<file path="src/rtl/ser_cmd_slave.sv">
module ser_cmd_slave #(
  parameter int WORD_W  = 32,
  parameter int ADDR_W  = 6,
  parameter int OVS_DIV = 8,
  localparam int DATA_W = WORD_W - ADDR_W,
  localparam int NREG   = 1 << ADDR_W,
  localparam int CNT_W  = $clog2(WORD_W),
  localparam int DIV_W  = (OVS_DIV > 2) ? $clog2(OVS_DIV) : 1
) (
  input  logic              clk,
  input  logic              rst,
  input  logic              ser_clk,
  input  logic              ser_din,
  input  logic [WORD_W-1:0] status_word,
  output logic              ser_dout,
  output logic              ready,
  output logic [NREG-1:0]   wr_en,
  output logic [DATA_W-1:0] wr_data,
  output logic [ADDR_W-1:0] wr_addr
);

  logic [DIV_W-1:0]  div_q;
  logic [2:0]        sck_q;
  logic [1:0]        din_q;
  logic [CNT_W-1:0]  bit_cnt;
  logic [WORD_W-1:0] shift_q;
  logic [WORD_W-1:0] stat_q;
  logic              dout_q;
  logic              valid_q;

  wire tick = (div_q == DIV_W'(OVS_DIV - 1));
  wire rise = tick && sck_q[1] && !sck_q[2];
  wire last = (bit_cnt == CNT_W'(WORD_W - 1));

  always_ff @(posedge clk) begin
    if (rst) begin
      div_q <= '0;
      sck_q <= '0;
      din_q <= '0;
    end else begin
      div_q <= tick ? '0 : div_q + 1'b1;
      if (tick) begin
        sck_q <= {sck_q[1:0], ser_clk};
        din_q <= {din_q[0], ser_din};
      end
    end
  end

  always_ff @(posedge clk) begin
    if (rst) begin
      bit_cnt <= '0;
      shift_q <= '0;
      stat_q  <= '0;
      dout_q  <= 1'b0;
      valid_q <= 1'b0;
    end else begin
      valid_q <= rise && last;
      if (rise) begin
        shift_q <= {shift_q[WORD_W-2:0], din_q[1]};
        bit_cnt <= last ? '0 : bit_cnt + 1'b1;
        if (bit_cnt == '0) begin
          stat_q <= status_word;
          dout_q <= status_word[0];
        end else begin
          dout_q <= stat_q[bit_cnt];
        end
      end
    end
  end

  assign ser_dout = dout_q;
  assign ready    = (bit_cnt == '0);
  assign wr_addr  = shift_q[ADDR_W-1:0];
  assign wr_data  = shift_q[WORD_W-1:ADDR_W];

  for (genvar g = 0; g < NREG; g++) begin : g_dec
    if (g == NREG - 1) begin : g_rd
      assign wr_en[g] = 1'b0;
    end else begin : g_wr
      assign wr_en[g] = valid_q && (wr_addr == ADDR_W'(g));
    end
  end

endmodule

</file>
<file path="config.mk">
export PLATFORM = sky130hd
export DESIGN_NAME = ser_cmd_slave
export DESIGN_NICKNAME = d
export VERILOG_FILES = /design/src/rtl/ser_cmd_slave.sv
export SDC_FILE = /design/constraint.sdc
export NUM_CORES = 1
export LEC_CHECK = 0
export CAP_MARGIN = 20
export CORE_ASPECT_RATIO = 0.5
export CORE_MARGIN = 2
export CORE_UTILIZATION = 41
export CTS_BUF_LIST = sky130_fd_sc_hd__clkbuf_4
export CTS_CLUSTER_SIZE = 20
export DETAILED_ROUTE_END_ITERATION = 12
export PLACE_DENSITY = 0.85
export SETUP_SLACK_MARGIN = 0.02
export SLEW_MARGIN = 25
export SYNTH_ARGS = -nofsm -noshare
export SYNTH_HDL_FRONTEND = slang
export SYNTH_SLANG_ARGS = --single-unit
</file>
<file path="constraint.sdc">
create_clock -name clk -period 1.9 [get_ports clk]
set_clock_uncertainty 0.2 [all_clocks]
set_input_delay 0.19 -clock clk [delete_from_list [all_inputs] [get_ports clk]]
set_output_delay 0.19 -clock clk [all_outputs]
set_load 0.01 [all_outputs]
</file>
======== Word level (Yosys, flattened, before mapping) ========
Index checks and enable logic that the tools add are counted.
storage, ports and cells
  register bits ........................... 79
  output and inout port bits .............. 98
  logic and storage cells ................. 150
operators by class
  muxes and demuxes ....................... 4
  reduce and logical (&&, ||, !) cells .... 71
  $lt $le $gt $ge ......................... 1
  equality and inequality tests ........... 64
  add/subtract/negate cells ............... 2
operators by type and width
  cell                   number
  $eq A6 B6 Y1 const B   31
  $eq A6 B5 Y1 const B   16
  $logic_and A1 B1 Y1    66
  $eq A6 B4 Y1 const B   8
  $eq A6 B3 Y1 const B   4
  $eq A6 B2 Y1 const B   2
  $eq A6 B1 Y1 const B   1
  $logic_not A6 Y1       1
  $lt A5 B6 Y1 const B   1
  $add A5 B1 Y5 const B  1
  $bmux W1 S5            1
  $eq A5 B5 Y1 const B   1
  $logic_not A5 Y1       1
  $mux W5                1
  $add A3 B1 Y3 const B  1
  $eq A3 B3 Y1 const B   1
  $mux W1                2
  $reduce_and A2 Y1      1
  $reduce_or A2 Y1       1
  $logic_not A1 Y1       1

======== Depth between registers and ports, before layout ========
  word-level depth ........................ 4
  mapped depth ............................ 10

======== Worst setup path before layout ========
Ideal clock, no wire load.
  kind .................................... reg2reg
  start point ............................. register bit_cnt[1]
  end point ............................... register stat_q[10]
  arrival ................................. 1657 ps
  slack ................................... -27 ps
  required time ........................... 1630 ps
  cell stages (with the launch flop) ...... 11
  path buffers ............................ 4
  clock period less this slack ............ 1927 ps
  library setup time ...................... 70 ps
  cells stage by stage .................... dfxtp_1 > buf_6 > buf_2 > inv_1 > ha_1 > nor4b_4 > and2_0 > buf_2 > buf_6 > nand2_1 > a21oi_1
between the ends
  longest elaborated chain between the ends .. 2
ends and longest elaborated chain
  what                                line  source
  start, declared                     25    logic [CNT_W-1:0] bit_cnt;
  start signal, assigned              60    bit_cnt <= last ? '0 : bit_cnt + 1'b1;
  $logic_not A5 Y1                    n/a
  via ready                           16    output logic ready,
  $reduce_and A2 Y1 (no source line)  n/a
  end signal, assigned                62    stat_q <= status_word;
  end, declared                       27    logic [WORD_W-1:0] stat_q;
The timed path passes the listed nets, and every way through them passes these cells.
A chain may end at the register's enable or synchronous reset.

======== Final worst setup path ========
  start point ............................. register shift_q[1]
  end point ............................... output port wr_en[16]
between the ends
  longest elaborated chain between the ends .. 2
ends and longest elaborated chain
  what                    line  source
  start, declared         26    logic [WORD_W-1:0] shift_q;
  start signal, assigned  59    shift_q <= {shift_q[WORD_W-2:0], din_q[1]};
  $eq A6 B5 Y1            80    assign wr_en[g] = valid_q && (wr_addr == ADDR_W'(g));
  $logic_and A1 B1 Y1     80
  end, declared           17    output logic [NREG-1:0] wr_en,
Every way passes these cells.

==> metrics <==
Seq cells post-synth=79; Final Hold Fails=0; pin count of the biggest net entering global routing=33; Die H=70.0 um; CORE AREA=0.00823 mm2; Post-Syn Area=approximately 0.0036 mm2; async set-or-reset flop fraction in the synthesized netlist=0; CP Capture Type=primary output; vias in the first global route=3729; Die ar.=0.00951 mm2; antenna-violating nets left=0; post-DP HPWL=6990 um; starting density of the core=0.433; DR WL/cell=18.9 um; power density cells=430 mW/mm2; CTS H-tree depth=3; final setup vio count=89; violated checks=setup timing; first-pass GRT wire length=18200 um; HP Class=input pin to flop; Layout Cells excl Fill=765; CP arrival=1.64 ns; Die W=136 um; Int Pwr=2.11 mW; worst slew pin tran=about 0.65 ns; syn_nets=513; share of layout cells above drive strength 1=0.466; Row Count=23; # Max-Cap Violations=0; clock sink total=79; via count=~4200; upper clock frequency limit=between 400 and 500 MHz; largest area contributor in the netlist=dfxtp_1; drt pass-1 iters=5; Final Instance Area=0.00640 mm2; final WL=between 10000 and 15000 um; final worst-path cycle share=1.07; top cell type's share of synthesized area=0.443; RSZ-0062 raised after global routing=true; Synth area leaders=dfxtp_1, nand2_1, a21oi_1, nor2_1, mux4_1; ys flop type=dfxtp_1; register area share after synthesis=0.443; status=finished, violations left; GRT Util Overall=0.238; clk buf depth=2; grt ovf=0; synthesis warning total=0; Final nets=690; crit path max fanout=5; initial antenna violation count=0; combinational power share=0.055; net switching power=0.643 mW; layout filler cell count=531; max-slew violations=0; DRC viols=0; Area Overhead vs Synth=79.6%; Sw Share=0.233; ANT cells=0; required time worst endpoint=about 1.5 ns; synth unique cells=36; CTS tree=yes; WS Path Type=flop to primary output; Leak Pwr=2.53 nW; synthesized instance count=472; mean area per synthesized cell=7.56 um2; clk slew on worst S/H paths=0.12 ns; Final Worst Setup Slack=-0.135 ns; routability cong.=about 0.82; Boundary Pins=134; VDD IR-drop max=about 310 uV; Min Clock Period, post-route=2.03 ns; Post-synth EDFFs=0; Clk network pwr share=0.345; Initial DRC Count=~320; clock root buffer=clkbuf_4; I/O Buffers=132; clk_lat worst skew=roughly 0.44 ns; Rel. slew slack=0.564; Cell Count Post-Placement=just over 700; placed cell areas=0.00513 mm2; vias per inst=5.48; CTS buffer count=9; Worst setup SP type=flop; sequential fraction of design power=0.600
## metrics by stage
stage	setup WS, ns	hold WS, ns	setup TNS [ns]	utilization	power [mW]
after floorplan	0.0167	0.126	0	-	1.73
after global placement	-0.0896	0.207	-1.53	0.623	1.82
after detailed placement	-0.161	0.221	-2.78	0.623	1.82
after CTS	-0.119	0.0777	-1.53	0.655	2.73
after global routing	-0.223	0.0977	-10.62	0.778	2.85
final	-0.135	0.102	-4.79	0.778	2.76
## timing repair
item / 4_1_cts / 5_1_grt
endpoints found under the hold margin: 1 / 0
cloned: 5 / 5
pin swaps: 28 / 78
resized for setup: 343 / 193
endpoints found under the setup margin: 102 / 133
buffers inserted: 13 / 15
hold buffers: 1 / 0
## layout make-up
class	count	area [um2]	area share
Timing Repair Buffer	205	1970	0.307
Clock buffer	9	67.6	0.0105
Multi-Input combinational cell	352	2550	0.398
Tap cell	112	140	0.0219
Sequential cell	79	1610	0.252
Inverter	2	20.0	0.00313
Clock inverter	6	52.6	0.00820
## logic make-up (layout without fill, tap and decap cells)
family,Yosys count,after routing,synth area share
and+or+nand+nor,249,250,0.290
AOI/OAI and AO/OA,80,80,0.117
adders and majority gates,5,5,0.0175
other,1,1,0.00105
DFF,79,79,0.443
muxes,16,16,0.0716
buffers and inverters,42,222,0.0596
## critical path, stage by stage, from the launching register on
cell and delay, ns:
dfxtp_4 0.40, buf_12 0.13, nor2_4 0.16, buf_6 0.15, nand2_4 0.07, nor2_1 0.15
buf_2 0.15
## state kept, by name, indices dropped and copies added, names as in the netlist
| name | cells |
|---|---|
| bit_cnt | 5 |
| din_q | 2 |
| div_q | 3 |
| sck_q | 3 |
| ser_dout | 1 |
| shift_q | 32 |
| stat_q | 32 |
| valid_q | 1 |
## power by group through the flow
stage / Clock, mW / Sequential (mW) / Combinational (mW)
floorplan: 0 / 1.70 / 0.0327
global placement: 0 / 1.70 / 0.118
detailed placement: 0 / 1.70 / 0.122
CTS: 0.953 / 1.65 / 0.124
global route: 1.03 / 1.66 / 0.160
finish: 0.951 / 1.65 / 0.151
## cell usage after synthesis, drive strengths merged, types with 2 or more instances
cell,instances
mux2,4
nor3b,3
mux4,6
buf,17
o221ai,2
clkbuf,23
ha,5
inv,2
nor2,74
nor3,3
nor4b,2
a21oi,71
dfxtp,79
o21ai,3
nand2,143
nand3,9
nor2b,4
nand3b,4
mux2i,6
## routing by layer
metal,wire [um],GRT usage,vias up
met5,0,0,-
met1,5580,0.279,2026
met3,823,0.0617,52
met2,7430,0.420,207
met4,652,0.0914,0
li1,-,-,1906
## placed cells by master (no fill, tap or decap), types with 4 or more instances in the layout
cell	netlist	routed
nor2_2	0	19
nand2_4	0	31
nor2_1	74	37
clkbuf_16	0	5
buf_4	1	36
dfxtp_1	79	69
nand3b_1	4	4
buf_2	11	49
nand2_2	0	7
clkbuf_4	0	9
mux4_2	2	5
dlygate4sd2_1	0	4
a21oi_1	71	38
a21oi_2	0	33
dfxtp_4	0	7
mux2_2	4	4
nor2b_4	0	4
nand2_1	143	103
nor2_4	0	18
buf_12	0	8
nand3_4	0	6
mux2i_1	6	6
buf_6	5	35
clkdlybuf4s50_1	0	61
## worst paths after layout
| path | start | to | slack (ns) | cells past startpoint |
|---|---|---|---|---|
| hold reg to reg | div_q[0]$_SDFF_PP0_ | div_q[0]$_SDFF_PP0_ | 0.22 | 1 |
| hold / removal | status_word[11] | stat_q[11]$_SDFFE_PP0P_ | 0.10 | 3 |
| setup / recovery | shift_q[1]$_SDFFE_PP0P_ | wr_en[16] | -0.13 | 6 |
| setup reg to reg | bit_cnt[0]$_SDFFE_PP0P_ | stat_q[19]$_SDFFE_PP0P_ | -0.10 | 9 |
No activity file was read; power rests on OpenSTA's default activity.
